==> config.mk <==
export PLATFORM = sky130hd
export DESIGN_NAME = sub_flag_unit
export DESIGN_NICKNAME = d
export VERILOG_FILES = /design/src/rtl/sfu_pkg.sv /design/src/rtl/sfu_decode.sv /design/src/rtl/sfu_operand_prep.sv /design/src/rtl/sfu_sub_core.sv /design/src/rtl/sfu_flag_file.sv /design/src/rtl/sub_flag_unit.sv
export SDC_FILE = /design/constraint.sdc
export NUM_CORES = 1
export LEC_CHECK = 0
export BUFFER_PORTS_ARGS = -buffer_cell sky130_fd_sc_hd__buf_2
export CORE_MARGIN = 2
export CORE_UTILIZATION = 35
export DETAILED_ROUTE_END_ITERATION = 16
export GPL_ROUTABILITY_DRIVEN = 0
export SYNTH_ARGS = -nofsm -noshare
export SYNTH_HDL_FRONTEND = slang
export SYNTH_SLANG_ARGS = --single-unit
==> constraint.sdc <==
create_clock -name clk -period 7.21 [get_ports clk]
set_input_delay 0 -clock clk [delete_from_list [all_inputs] [get_ports clk]]
set_output_delay 0 -clock clk [all_outputs]
set_load 0.005 [all_outputs]
==> src/rtl/sfu_pkg.sv <==
package sfu_pkg;

    localparam int OPW = 3;

    typedef enum logic [OPW-1:0] {
        OP_SUB  = 3'd0,
        OP_SBC  = 3'd1,
        OP_SUB1 = 3'd2,
        OP_SUB2 = 3'd3,
        OP_SUB3 = 3'd4,
        OP_RSUB = 3'd5,
        OP_CMP  = 3'd6,
        OP_IDLE = 3'd7
    } op_e;

    typedef struct packed {
        logic z;
        logic n;
        logic c;
        logic v;
    } flags_t;

    typedef struct packed {
        logic       active;
        logic       swap;
        logic [1:0] shamt;
        logic       use_cin;
        logic       wr_res;
        logic       flags_always;
    } dec_t;

endpackage

==> src/rtl/sfu_decode.sv <==
module sfu_decode
    import sfu_pkg::*;
(
    input  logic [OPW-1:0] op_code,
    output dec_t           dec
);

    always_comb begin
        dec = '0;
        unique case (op_e'(op_code))
            OP_SUB: begin
                dec.active = 1'b1;
                dec.wr_res = 1'b1;
            end
            OP_SBC: begin
                dec.active  = 1'b1;
                dec.wr_res  = 1'b1;
                dec.use_cin = 1'b1;
            end
            OP_SUB1: begin
                dec.active = 1'b1;
                dec.wr_res = 1'b1;
                dec.shamt  = 2'd1;
            end
            OP_SUB2: begin
                dec.active = 1'b1;
                dec.wr_res = 1'b1;
                dec.shamt  = 2'd2;
            end
            OP_SUB3: begin
                dec.active = 1'b1;
                dec.wr_res = 1'b1;
                dec.shamt  = 2'd3;
            end
            OP_RSUB: begin
                dec.active = 1'b1;
                dec.wr_res = 1'b1;
                dec.swap   = 1'b1;
            end
            OP_CMP: begin
                dec.active       = 1'b1;
                dec.flags_always = 1'b1;
            end
            OP_IDLE: begin
                dec = '0;
            end
            default: begin
                dec = '0;
            end
        endcase
    end

endmodule

==> src/rtl/sfu_operand_prep.sv <==
module sfu_operand_prep #(
    parameter int W         = 32,
    parameter int MAX_SHIFT = 3
) (
    input  logic [W-1:0]                       a,
    input  logic [W-1:0]                       b,
    input  logic                               swap,
    input  logic [$clog2(MAX_SHIFT+1)-1:0]     shamt,
    output logic [W-1:0]                       minu,
    output logic [W-1:0]                       subt
);

    localparam int NCAND = MAX_SHIFT + 1;

    logic [W-1:0] src_b;
    logic [W-1:0] cand [NCAND];

    assign src_b = swap ? a : b;

    // One candidate per shift amount, logical zero-fill
    for (genvar k = 0; k < NCAND; k++) begin : g_shift
        assign cand[k] = src_b << k;
    end

    always_comb begin
        subt = cand[0];
        for (int k = 0; k < NCAND; k++) begin
            if (int'(shamt) == k) begin
                subt = cand[k];
            end
        end
    end

    assign minu = swap ? b : a;

endmodule

==> src/rtl/sfu_sub_core.sv <==
module sfu_sub_core
    import sfu_pkg::*;
#(
    parameter int W = 32
) (
    input  logic [W-1:0] minu,
    input  logic [W-1:0] subt,
    input  logic         bin,
    output logic [W-1:0] diff,
    output flags_t       flg
);

    localparam int MSB = W - 1;

    logic [W-1:0] brw_vec;
    logic [W-1:0] ovf_vec;

    assign diff    = minu - subt - {{(W-1){1'b0}}, bin};
    assign brw_vec = (~minu & subt) | (~minu & diff) | (diff & subt);
    assign ovf_vec = (minu ^ diff) & (minu ^ subt);

    always_comb begin
        flg.z = (diff == '0);
        flg.n = diff[MSB];
        flg.c = brw_vec[MSB];
        flg.v = ovf_vec[MSB];
    end

endmodule

==> src/rtl/sfu_flag_file.sv <==
module sfu_flag_file
    import sfu_pkg::*;
(
    input  logic   clk,
    input  logic   rst_n,
    input  logic   we,
    input  flags_t d,
    output flags_t q
);

    always_ff @(posedge clk or negedge rst_n) begin
        if (!rst_n) begin
            q <= '0;
        end else if (we) begin
            q <= d;
        end
    end

endmodule

==> src/rtl/sub_flag_unit.sv <==
module sub_flag_unit
    import sfu_pkg::*;
#(
    parameter int W         = 32,
    parameter int MAX_SHIFT = 3
) (
    input  logic           clk,
    input  logic           rst_n,
    input  logic [W-1:0]   opnd_a,
    input  logic [W-1:0]   opnd_b,
    input  logic [2:0]     op_code,
    input  logic           flag_en,
    output logic [W-1:0]   result,
    output logic           result_we,
    output logic [3:0]     flags_next,
    output logic           flags_we,
    output logic [3:0]     flags_q
);

    localparam int SHW = $clog2(MAX_SHIFT + 1);

    dec_t         dec;
    logic [W-1:0] minu;
    logic [W-1:0] subt;
    logic         bin;
    flags_t       nxt;
    flags_t       cur;

    sfu_decode u_dec (
        .op_code (op_code),
        .dec     (dec)
    );

    sfu_operand_prep #(
        .W         (W),
        .MAX_SHIFT (MAX_SHIFT)
    ) u_prep (
        .a     (opnd_a),
        .b     (opnd_b),
        .swap  (dec.swap),
        .shamt (SHW'(dec.shamt)),
        .minu  (minu),
        .subt  (subt)
    );

    assign bin = dec.use_cin & cur.c;

    sfu_sub_core #(
        .W (W)
    ) u_core (
        .minu (minu),
        .subt (subt),
        .bin  (bin),
        .diff (result),
        .flg  (nxt)
    );

    always_comb begin
        result_we  = dec.active & dec.wr_res;
        flags_we   = dec.active & (dec.flags_always | flag_en);
        flags_next = nxt;
        flags_q    = cur;
    end

    sfu_flag_file u_flags (
        .clk   (clk),
        .rst_n (rst_n),
        .we    (flags_we),
        .d     (nxt),
        .q     (cur)
    );

endmodule

==> Yosys cells after proc, flatten, opt, wreduce, memory -nomap -nowiden <==
Cells that the tools add are included.
Widths: inputs -> output; s select.
{ "classes": {"n_eq_ne": 10, "n_reduce_logical": 4, "n_addsub": 2, "n_bitwise": 13, "muxes": 11} }
{ "ops": {"columns": ["op", "count"], "rows": [
  ["$mux 32", 5],
  ["$and 32x32->32", 4],
  ["$or 32x32->32", 2],
  ["$xor 32x32->32", 2],
  ["$logic_not 32->1", 1],
  ["$not 32->32", 1],
  ["$sub 32x1->32", 1],
  ["$sub 32x32->32", 1],
  ["$eq 3x3->1 const B", 4],
  ["$reduce_or 7->1", 1],
  ["$eq 3x2->1 const B", 2],
  ["$pmux 2 s3", 1],
  ["$reduce_or 6->1", 1],
  ["$eq 2x2->1 const B", 2],
  ["$mux 1", 4],
  ["$and 1x1->1", 3],
  ["$eq 3x1->1 const B", 1],
  ["$logic_not 3->1", 1],
  ["$eq 2x1->1 const B", 1],
  ["$pmux 1 s2", 1],
  ["$or 1x1->1", 1]
]} }
{ "word_totals": {"register_bits": 4, "inputBits": 70, "wordCells": 44} }

==> Longest topological paths before layout <==
Gate-level depths: netlist of the first run.
{ "logic_depth": {"depth_word": 11, "depth_mapped": 25, "ltp_nobuf": 21} }

==> By module <==
A second synthesis of the first run with hierarchy kept.
{ "unflattened": {"hier_cells": 595, "hier_area_um2": 4769.6} }
{ "by_module_without_submodules": {"columns": ["mod", "cells_per_inst", "seq_area_each_um2", "area_per_inst_um2", "instances"], "rows": [
  ["sfu_sub_core", 383, 0.0, 2597.5, 1],
  ["sfu_operand_prep", 191, 0.0, 1948.1, 1],
  ["sfu_flag_file", 8, 100.1, 145.1, 1],
  ["sfu_decode", 10, 0.0, 58.8, 1],
  ["sub_flag_unit", 3, 0.0, 20.0, 1]
]} }

==> Worst setup path after synthesis of the first run <==
No wires, ideal clock.
{ "synth_path": {"kind": "input -> register", "from": "input port op_code[1]", "to": "register u_flags.q[1] in the netlist's numbering", "t_required_ns": 7.085, "arrival_time_ns": 4.432, "setup_ns": 0.125, "setup_slack_ns": 2.654, "cell_stages": 24, "path_cell_list": "buf_2 -> nand3b_1 -> buf_2 -> buf_1 -> mux2i_1 -> nand2_1 -> o21ai_0 -> mux2i_1 -> nand2_1 -> o21ai_0 -> ha_1 -> inv_1 -> ha_1 -> buf_4 -> nand2_1 -> o311a_1 -> nor3_1 -> a21oi_1 -> o41ai_2 -> nand4_1 -> and3_4 -> ha_1 -> a211o_1 -> mux2_2"} }
{ "synth_between": {"elab_chain_cells": 11, "word_cells_on_any_way": 33} }
{ "synth_rtl": {"columns": ["item", "line_no", "source"], "rows": [
  ["start, declared", "sub_flag_unit.sv:11", "input logic [2:0] op_code,"],
  ["$eq 3x3->1 or $eq 3x2->1 (tied branches)", "sfu_decode.sv:10", "unique case (op_e'(op_code))"],
  ["$pmux 2 s3 or $mux 1 (tied branches)", "sfu_decode.sv:10", null],
  ["$eq 2x2->1 or $mux 32 (tied branches)", "sfu_operand_prep.sv:28, sfu_operand_prep.sv:18", null],
  ["$mux 32 (3 in series)", "sfu_operand_prep.sv:28", "if (int'(shamt) == k) begin"],
  ["$sub 32x32->32", "sfu_sub_core.sv:18", "assign diff = minu - subt - {{(W-1){1'b0}}, bin};"],
  ["$sub 32x1->32 *", "sfu_sub_core.sv:18", null],
  ["named net flags_next[2]", "sub_flag_unit.sv:15", "output logic [3:0] flags_next,"],
  ["$and 32x32->32", "sfu_sub_core.sv:19", "assign brw_vec = (~minu & subt) | (~minu & diff) | (diff & subt);"],
  ["$or 32x32->32", "sfu_sub_core.sv:19", null],
  ["$or 32x32->32 *", "sfu_sub_core.sv:19", null],
  ["named net flags_next[1]", "sub_flag_unit.sv:15", null],
  ["end signal, assigned", "sfu_flag_file.sv:13", "q <= '0;"],
  ["end signal, assigned", "sfu_flag_file.sv:15", "q <= d;"],
  ["end, declared", "sfu_flag_file.sv:8", "output flags_t q"]
]} }
The timed path passes the listed nets; every way through them passes the cells marked *.
A chain may end at the register's enable or synchronous reset.

==> Worst setup path after layout of the first run <==
{ "layout_path": {"from": "input port op_code[2]", "to": "output port flags_next[3]"} }
{ "layout_between": {"elab_chain_cells": 9, "word_cells_on_any_way": 20} }
{ "layout_rtl": {"columns": ["item", "line_no", "source"], "rows": [
  ["$eq 3x3->1 or $eq 3x2->1 (tied branches)", "sfu_decode.sv:10", null],
  ["$pmux 2 s3 or $mux 1 (tied branches)", "sfu_decode.sv:10", null],
  ["$eq 2x2->1 or $mux 32 (tied branches)", "sfu_operand_prep.sv:28, sfu_operand_prep.sv:18", null],
  ["$mux 32 (3 in series)", "sfu_operand_prep.sv:28", null],
  ["$sub 32x32->32", "sfu_sub_core.sv:18", null],
  ["$sub 32x1->32 *", "sfu_sub_core.sv:18", null],
  ["$logic_not 32->1 *", "sfu_sub_core.sv:23", "flg.z = (diff == '0);"],
  ["end, declared", "sub_flag_unit.sv:15", null]
]} }
Every way passes the cells marked *; elsewhere a longest branch is shown, timed or not.

==> flow_summary.yaml, run 1 <==
finish:
  nets: 989
  regMostFlops: "u_flags.q"
  filler_cell_count: 1570
  antenna_cells: 0
  largest_reg_flops: 4
  multi_input_area_sq_um: 4460
  layout-drive-gt1-share: 0.154
  design_area_sq_um: 5760
  regArea_sq_um: 100
  largestRegisters: "u_flags.q x4"
  syn2layout_area_growth_pct: 13.9
logic_synthesis:
  ys_ff_latch: 4
  synth_area_leaders: "mux2i_1 16%, ha_1 15%, o21ai_0 10%"
  synth_top_family_by_area: "compound AO/OA/AOI/OAI gates"
  synth-xor-area-share: 0.0450
  synth-edff-count: 0
  ys_top_cells_by_count: "112 x nand2_1, 101 x o21ai_0, 80 x mux2i_1"
  syn_inst: 786
  syn_nets: 918
  synth_ff_type: "dfrtp_1"
  muxShareOfSynthArea: 0.172
  synth_top_area_frac: 0.158
  yosys.area_share.adder: 0.156
  synth_warnings: 0
  synth.most_common_cell: "nand2_1"
  synth_compound_area_frac: 0.280
  synth_top_cell_by_area: "mux2i_1"
  async_flop_share: 1.00
  synth_cell_types: 66
  yosys.area_share.simple: 0.228
  syn_avg_cell_area_sq_um: 6.44
  seq_area_frac_synth: 0.0198
  syn_area_sq_um: 5060
sta:
  finalSetupViolations: 0
  skew_ps: 2.43
  slew_violations: 0
  final.setup.worst_slack_ps: 1780
  period_share: 0.753
  fmax_ghz: 0.184
  period_minus_slack_ps: 5430
  hold_viol: 0
  slew_headroom: 0.354
  rsz0062_at_grt: "no"
  tns_ps: 0
  worst_pin_slew_ps: 969
clocking:
  clk_pin_slew_worst_paths_ps: 30
  numClockSinks: 4
  post_cts_resize_count: 0
  cts-root-buf: "clkbuf_16"
  htree_levels: 1
  cts_tree: "yes"
  cts_made_buffers: 3
  clock_latency_ps: 220
  cts_buffer_depth: 2
global_routing:
  grt_overflow_total: 0
  grt_pass1_wl_mm: 27.6
  grt_usage: 0.208
  antenna_found_initial: 0
  grt_max_degree: 76
  grt_pass1_vias: 5316
placement:
  numPortBuffers: 111
  dp_hpwl_mm: 13.4
  placed_area_sq_um: 5680
  post-place-ws_ps: 1830
worst_setup_path:
  worst-path-buf-inv: 4
  cp.arrival_ps: 5430
  crit_fanout: 61
  cp_top_family: "simple AND/OR/NAND/NOR gates"
  critPathKind: "input port to output port"
  cpMostUsedCell: "nor4_1"
  critPathRequiredTime_ps: 7210
  crit_chain: "buf_2 > nand3b_1 > buf_4 > mux2i_1 > nand2_1 > o21ai_0 > mux2i_1 > nand2_1 > o21ai_0 > ha_1 > inv_1 > ha_1 > o211ai_1 > o21ai_1 > xor2_1 > or4_1 > nor4_1 > nand4_1 > nor4_1 > nand4b_1 > nor4_1 > buf_2"
  cpMaxStageDelayCell: "buf_4"
  crit_path_start_kind: "input port"
  critPathMaxStageDelay_ps: 740
  cp-end-kind: "output port"
run_status:
  status: "finished clean"
routing:
  drt_iter0_drc: 441
  vias_per_cell: 5.62
  drc_errors: 0
  dr.pass1.iters: 4
  routedWlPerCell_um: 16.3
  vias: 5817
  wl_mm: 16.9
  ant_nets: 0
floorplan:
  dieArea_sq_um: 15400
  die_y_um: 124
  core.rowCount: 43
  start_util: 0.362
  io_pins: 112
  core_sq_um: 14000
  die_w_um: 124
power_and_ir_drop:
  p_leak_nw: 2.98
  power_w: 0.00115
  p_per_area_nw_per_um2: 200
  ir_worst_vdd_mv: 0.120
hold_path:
  hold_class: "input port to asynchronous set/reset pin"
job:
  max_cap_viol_count: 0
cells in the final DEF (no fill, tap or decap), types with 8 or more instances in the layout:
cell type  count
inv_1         78
xor2_1        12
nor2_1        35
o21ai_0      101
nand4_1       11
buf_2        111
nand3_1       20
a21o_1         8
mux2i_1       80
nand2_1      112
nand2b_1       9
a21oi_1       50
nor3_1        16
o21a_1         8
ha_1          60
xnor2_1       14
nor4_1         9
worst paths after layout:
kind | cells after the start | from | end | slack [ps]
worst max register to register | 13 | u_flags.q[1] | u_flags.q[3] | 2910
max in group asynchronous | 2 | rst_n | u_flags.q[3] | 6980
worst min register to register | 2 | u_flags.q[0] | u_flags.q[0] | 460
worst max-delay path | 22 | op_code[2] | flags_next[3] | 1780
min in group clk | 5 | flag_en | u_flags.q[0] | 260
worst min-delay path | 2 | rst_n | u_flags.q[0] | 110
worst reg2reg max path, cell delays in order (launching register included):
cell and delay, ps:
dfrtp_1 400, nor4bb_1 390, fa_1 230, inv_1 60
fa_1 440, nor3b_1 190, o21ai_1 220, xor2_1 210
or4_1 560, nor4_1 560, inv_1 120, nor4_1 440
nand4_1 270, nand2_1 130
cell families (layout without fill, tap and decap cells):
logic type,Yosys count,after routing
AOI/OAI and AO/OA,233,233
xor gates and xnor gates,26,26
adders and majority gates,62,62
buffers and inverters,130,199
DFF,4,4
muxes,86,86
and+or+nand+nor,245,245
what timing repair did:
item	in CTS	in global routing
hold buffers	1	0
setup buffers	0	0
hold endpoints to repair	4	0
final cells by class:
| class | count | area share |
|---|---|---|
| Timing Repair Buffer | 118 | 0.106 |
| Tap cell | 180 | 0.0391 |
| Sequential cell | 4 | 0.0174 |
| Clock buffer | 3 | 0.0130 |
| Multi-Input combinational cell | 652 | 0.774 |
| Inverter | 78 | 0.0508 |
through the flow:
stage | hold slack, ps | util | instances
detailed placement | -190 | 0.406 | 1031
CTS | 110 | 0.412 | 1035
global placement | -191 | 0.406 | 1031
floorplan | -296 | - | 786
finish | 107 | 0.412 | 1035
global route | 133 | 0.412 | 1035
report_power, final:
group	internal [W]	total, W	leakage, nW	switching, W
combinational	0.000402	0.00103	2.90	0.000631
sequential	0.0000298	0.0000354	0.0491	0.00000562
clock	0.0000708	0.0000858	0.0370	0.0000150
routing by layer:
layer / global-route usage / up-vias / routed length (um) / part of all wire
li1: - / 2958 / - / -
met1: 0.315 / 2628 / 8370 / 0.49
met2: 0.324 / 219 / 7340 / 0.43
met3: 0.0254 / 12 / 1050 / 0.062
met4: 0.0225 / 0 / 149 / 0.0088
met5: 0 / - / 0 / 0
Note: power is estimated with default switching activity, not from simulation.
==> run 2, diff against run 1 <==
ABC_AREA = 1   (was not set)
clock period = 5.1 ns   (was 7.21 ns; I/O delays follow)
==> run 2 against run 1 <==
Clock skew decreased by 2.1 ps. Register-to-register slack got worse by 970 ps. Flip-flop and latch count unchanged. Worst hold slack improved by 2.8 ps. Global-route usage increased by 0.46 points. Wire length decreased by 9.9%. Sequential power increased by 28%. Synthesized cell count increased by 17%. Core utilization increased by 0.71 points. Design area decreased by 3.7%. Critical path type unchanged. Critical endpoint unchanged. Largest cell class unchanged. Highest routed layer unchanged.
==> flow_summary.yaml, run 2 <==
run_status:
  status: "finished clean"
power_and_ir_drop:
  p_leak_nw: 3.18
  ir_worst_vdd_mv: 0.109
  p_int_w: 0.000646
  p_comb_frac: 0.892
  p_switching_w: 0.000896
  seq_power_share: 0.029
  clkPwrFrac: 0.079
  p_per_area_nw_per_um2: 278
  swShare: 0.581
sta:
  fmax_ghz: 0.240
  tns_ps: 0
  worst_pin_slew_ps: 971
  finalSetupViolations: 0
  hold_viol: 0
  slew_headroom: 0.352
  final.setup.worst_slack_ps: 936
  period_share: 0.816
  period_minus_slack_ps: 4160
  rsz0062_at_grt: "no"
  skew_ps: 0.286
  slew_violations: 0
floorplan:
  core.rowCount: 42
  dieArea_sq_um: 14500
  io_pins: 112
  start_util: 0.358
  core_sq_um: 13200
  die_y_um: 120
  die_w_um: 120
logic_synthesis:
  seq_area_frac_synth: 0.0211
  synth-edff-count: 0
  synth_cell_types: 45
  syn_inst: 920
  syn_area_sq_um: 4750
  synth_top_area_frac: 0.197
  async_flop_share: 1.00
  synth_ff_type: "dfrtp_1"
  synth_area_leaders: "nand2_1 20%, ha_1 16%, inv_1 14%"
  syn_avg_cell_area_sq_um: 5.16
  syn_nets: 1052
  ys_top_cells_by_count: "249 x nand2_1, 182 x inv_1, 82 x nor2_1"
  synth_warnings: 0
  ys_ff_latch: 4
  synth_top_cell_by_area: "nand2_1"
  synth.most_common_cell: "nand2_1"
finish:
  utilization: 0.419
  largestRegisters: "u_flags.q x4"
  final_common_cell: "nand2_1"
  syn2layout_area_growth_pct: 16.9
  nets: 1149
  layout_common_cells: "249 x nand2_1, 182 x inv_1, 111 x buf_2"
  regMostFlops: "u_flags.q"
  fin_cells: 1191
  layout-drive-gt1-share: 0.150
  antenna_cells: 0
  largest_reg_flops: 4
routing:
  routedWlPerCell_um: 12.8
  route.met3.wl_um: 605
  drc_errors: 0
  drt_iter0_drc: 333
  vias_per_cell: 5.05
  wl_met1_mm: 6.52
  wl_mm: 15.2
  top_layer_used: "met4"
  dr.pass1.iters: 7
  dr_wl_met2_mm: 7.87
  ant_nets: 0
  vias: 6011
job:
  max_cap_viol_count: 0
placement:
  dp_hpwl_mm: 13.3
  numPortBuffers: 111
  post-place-ws_ps: 930
  dp_cells: 1187
worst_setup_path:
  cp-end-kind: "output port"
  cp.arrival_ps: 4160
  cpMostUsedCell: "nand2_1"
  crit_fanout: 60
  r2r_setup_slack_ps: 1940
  timing.rr.start: "u_flags.q[1]"
  timing.rr.end: "u_flags.q[3]"
  worstRegToRegCells: 20
  critPathRequiredTime_ps: 5100
  crit_path_start_kind: "input port"
  cpMaxStageDelayCell: "nand3_4"
  critPathMaxStageDelay_ps: 470
  critPathKind: "input port to output port"
  crit_chain: "buf_2 > nand3_4 > buf_4 > o21ai_1 > o22ai_1 > a221oi_1 > ha_1 > inv_1 > ha_1 > a21oi_1 > o21ai_0 > inv_1 > nand2_1 > a21oi_1 > nand2_1 > nand2_1 > nand2_1 > nor2_1 > nand3_1 > nor2_1 > nand3_1 > nor2_1 > buf_2"
clocking:
  numClockSinks: 4
  clk_pin_slew_worst_paths_ps: 30
  cts_made_buffers: 3
  clock_latency_ps: 220
  cts-root-buf: "clkbuf_16"
  cts_buffer_depth: 2
  cts_tree: "yes"
  htree_levels: 1
  cts_post_setup_buffers_inserted: 0
global_routing:
  grt_overflow_total: 0
  grt_max_degree: 61
  grt_pass1_wl_mm: 25.5
  antenna_found_initial: 0
  grt_usage: 0.213
  grt_pass1_vias: 5633
hold_path:
  hold_class: "input port to asynchronous set/reset pin"
==> run 2: changes by cell type in the layout (fill, tap and decap cells not counted), sizes merged, moves of 17 or more <==
| cell | previous run | this run |
|---|---|---|
| inv | 78 | 190 |
| mux2i | 80 | 0 |
| o22ai | 1 | 18 |
| nand2 | 112 | 260 |
| nor2 | 35 | 86 |
| nand3 | 20 | 42 |
==> run 2: cell type report <==
type                    count  area, sq um
clock buffers               3         75.1
well taps                 176          220
fillers                  1542         7690
multi-input cells         698         3810
flip-flops and latches      4          100
repair buffers            120          626
inverters                 190          713
==> run 2: cell families after synthesis <==
| family | share of synthesized area |
|---|---|
| AND/OR/NAND/NOR | 0.375 |
| buffers and inverters | 0.178 |
| AO/OA/AOI/OAI | 0.249 |
| adder cells (fa/ha/maj) | 0.167 |
| XOR/XNOR | 0.0108 |
| flip-flops | 0.0211 |
==> run 2: how the worst max path moves through the flow <==
stage               startpoint            end  slack (ps)
floorplan           op_code[1]   u_flags.q[0]        1930
global placement    op_code[0]  flags_next[3]        1000
detailed placement  op_code[0]   u_flags.q[3]         930
CTS                 op_code[0]  flags_next[3]         990
global route        op_code[0]  flags_next[3]         460
finish              op_code[0]  flags_next[3]         940
==> run 2: layer usage <==
metal,track usage,vias to the layer above
met1,0.247,2677
met4,0.0414,0
met3,0.0165,23
met5,0,-
li1,-,3169
met2,0.421,142
==> run 2: power by group through the flow <==
| stage | registers, W | logic [W] | clock network (W) |
|---|---|---|---|
| floorplan | 0.0000465 | 0.000943 | 0 |
| global placement | 0.0000458 | 0.00137 | 0 |
| detailed placement | 0.0000456 | 0.00137 | 0 |
| CTS | 0.0000453 | 0.00138 | 0.000123 |
| global route | 0.0000466 | 0.00158 | 0.000126 |
| finish | 0.0000452 | 0.00137 | 0.000122 |
==> run 2: what timing repair did <==
item / 4_1_cts / 5_1_grt
hold buffers: 1 / 0
endpoints found under the hold margin: 4 / 0
resized for setup: 0 / 0
==> run 2: worst max-delay path, delay by kind of cell <==
family	cells	cell delay, ps
AO/OA/AOI/OAI	6	1350
buffers and inverters	5	860
adder cells (fa/ha/maj)	2	570
AND/OR/NAND/NOR	10	1380
==> run 2: stage by stage <==
step	power [W]	instance area, sq um	hold slack, ps
after global routing	0.00176	5550	136
after CTS	0.00155	5550	112
after floorplan	0.000990	4750	-296
final	0.00154	5550	110
after detailed placement	0.00142	5460	-190
after global placement	0.00142	5460	-189
==> run 3, diff against run 2 <==
clock period = 4.19 ns   (was 5.1 ns; I/O delays follow)
==> run 3 against run 2 <==
Sequential share of layout area barely moved. Clock-buffer cell count unchanged. Worst setup slack worse by 450 ps. Non-clock buffer count increased by 7. Combinational power up 23%. Clock skew is 0.60 ps higher. Clock power rose by 23%. Sequential power is 24% higher. Design area grew 1.6%. Register-to-register slack lost 920 ps. Critical endpoint unchanged. Largest cell class unchanged. Largest power group unchanged. Highest routed layer unchanged.
==> flow_summary.yaml, run 3 (synthesis gave the netlist of run 2 again) <==
routing:
  dr.pass1.iters: 8
  routedWlPerCell_um: 12.9
  ant_nets: 0
  vias_per_cell: 5.07
  drt_iter0_drc: 429
  vias: 6095
  drc_errors: 0
  wl_mm: 15.5
floorplan:
  die_y_um: 120
  start_util: 0.358
  die_w_um: 120
  core.rowCount: 42
  dieArea_sq_um: 14500
  core_sq_um: 13200
  io_pins: 112
worst_setup_path:
  crit_fanout: 11
  critPathRequiredTime_ps: 4190
  crit_path_start_kind: "input port"
  cp-end-kind: "output port"
  cpMaxStageDelayCell: "ha_1"
  worstRegToRegCells: 18
  critPathMaxStageDelay_ps: 360
  path_depth: 25
  worst-path-buf-inv: 8
  critPathKind: "input port to output port"
  cpMostUsedCell: "nand2_1"
  cp.arrival_ps: 3710
  cp_top_family: "simple AND/OR/NAND/NOR gates"
global_routing:
  antenna_found_initial: 0
  grt_pass1_vias: 5714
  grt_overflow_total: 0
  grt_pass1_wl_mm: 25.6
  grt_max_degree: 45
  grt_usage: 0.211
clocking:
  clock_latency_ps: 220
  cts_tree: "yes"
  cts-root-buf: "clkbuf_16"
  cts_buffer_depth: 2
  clk_pin_slew_worst_paths_ps: 30
  cts_made_buffers: 3
  htree_levels: 1
  numClockSinks: 4
power_and_ir_drop:
  swShare: 0.580
  clkPwrFrac: 0.080
  p_per_area_nw_per_um2: 334
  p_switching_w: 0.00109
  p_comb_frac: 0.891
  seq_power_share: 0.030
  p_leak_nw: 3.21
  ir_worst_vdd_mv: 0.157
  p_int_w: 0.000789
sta:
  slew_violations: 0
  final.setup.worst_slack_ps: 484
  rsz0062_at_grt: "no"
  slew_headroom: 0.363
  tns_ps: 0
  skew_ps: 0.886
  period_share: 0.885
  hold_viol: 0
  finalSetupViolations: 0
  period_minus_slack_ps: 3710
  holdWs_ps: 121
  fmax_ghz: 0.270
  worst_pin_slew_ps: 946
finish:
  largestRegisters: "u_flags.q x4"
  layout-drive-gt1-share: 0.160
  syn2layout_area_growth_pct: 18.9
  regMostFlops: "u_flags.q"
  layout_common_cells: "249 x nand2_1, 181 x inv_1, 111 x buf_2"
  regArea_sq_um: 100
  largest_reg_flops: 4
  nets: 1159
  filler_cell_count: 1581
  multi_input_area_sq_um: 3840
  antenna_cells: 0
  final_common_cell: "nand2_1"
placement:
  post-place-ws_ps: 344
  dp_hpwl_mm: 13.2
  numPortBuffers: 111
run_status:
  status: "finished clean"
hold_path:
  hold_class: "input port to asynchronous set/reset pin"
job:
  max_cap_viol_count: 0
[run 3: cell types whose count changed in the layout (fill, tap and decap cells not counted)]
cell | previous run | this run
buf_4 | 8 | 15
clkinvlp_4 | 0 | 2
nand3_2 | 1 | 3
inv_1 | 182 | 181
nor2_1 | 82 | 81
nor2_4 | 0 | 1
[run 3: per-stage QoR]
| stage | area [sq um] | cells | util | total power (W) |
|---|---|---|---|---|
| 2_1_floorplan | 4750 | 920 | - | 0.00120 |
| 3_3_place_gp | 5500 | 1192 | 0.415 | 0.00172 |
| 3_5_place_dp | 5500 | 1192 | 0.415 | 0.00172 |
| 4_1_cts | 5590 | 1196 | 0.422 | 0.00189 |
| 5_1_grt | 5640 | 1201 | 0.426 | 0.00215 |
| 6_report | 5640 | 1201 | 0.426 | 0.00188 |
[run 3: repair_timing]
action	CTS	global route
endpoints found under the hold margin	4	0
endpoints found under the setup margin	0	3
setup buffers	0	2
gates resized for setup	0	4
hold buffers	1	0
[run 3: worst reg2reg max path: cells and delay by family (launching register included)]
family / cells / cell delay [ps]
adder cells (fa/ha/maj): 2 / 660
flip-flops: 1 / 350
XOR/XNOR: 1 / 330
AND/OR/NAND/NOR: 12 / 1510
buffers and inverters: 3 / 260
[run 3: final cells by class]
type / count / share of cell area
clock buffers: 3 / 0.0133
repair inverters: 1 / 0.00133
flip-flops and latches: 4 / 0.0177
repair buffers: 127 / 0.120
inverters: 190 / 0.127
well taps: 176 / 0.0390
multi-input cells: 700 / 0.681
[run 3: path summary, 6_finish.rpt]
kind                         startpoint            end  slack [ps]
min reg2reg                u_flags.q[0]   u_flags.q[0]         480
min                               rst_n   u_flags.q[1]         120
max reg2reg                u_flags.q[1]   u_flags.q[3]        1020
max                          op_code[0]  flags_next[3]         480
max in group asynchronous         rst_n   u_flags.q[0]        3940
min in group clk             op_code[1]      result_we         400
[run 3: layer usage]
layer  share of wire  vias up  global-route usage
li1                -     3194                   -
met1            0.43     2694               0.254
met2            0.50      181               0.410
met3           0.047       26             0.00896
met4           0.021        0              0.0451
met5               0        -                   0
[run 3: power by group through the flow]
stage | Sequential [W] | Clock [W] | Combinational [W]
global placement | 0.0000555 | 0 | 0.00167
floorplan | 0.0000566 | 0 | 0.00115
detailed placement | 0.0000554 | 0 | 0.00167
finish | 0.0000560 | 0.000150 | 0.00168
CTS | 0.0000558 | 0.000151 | 0.00168
global route | 0.0000565 | 0.000156 | 0.00193
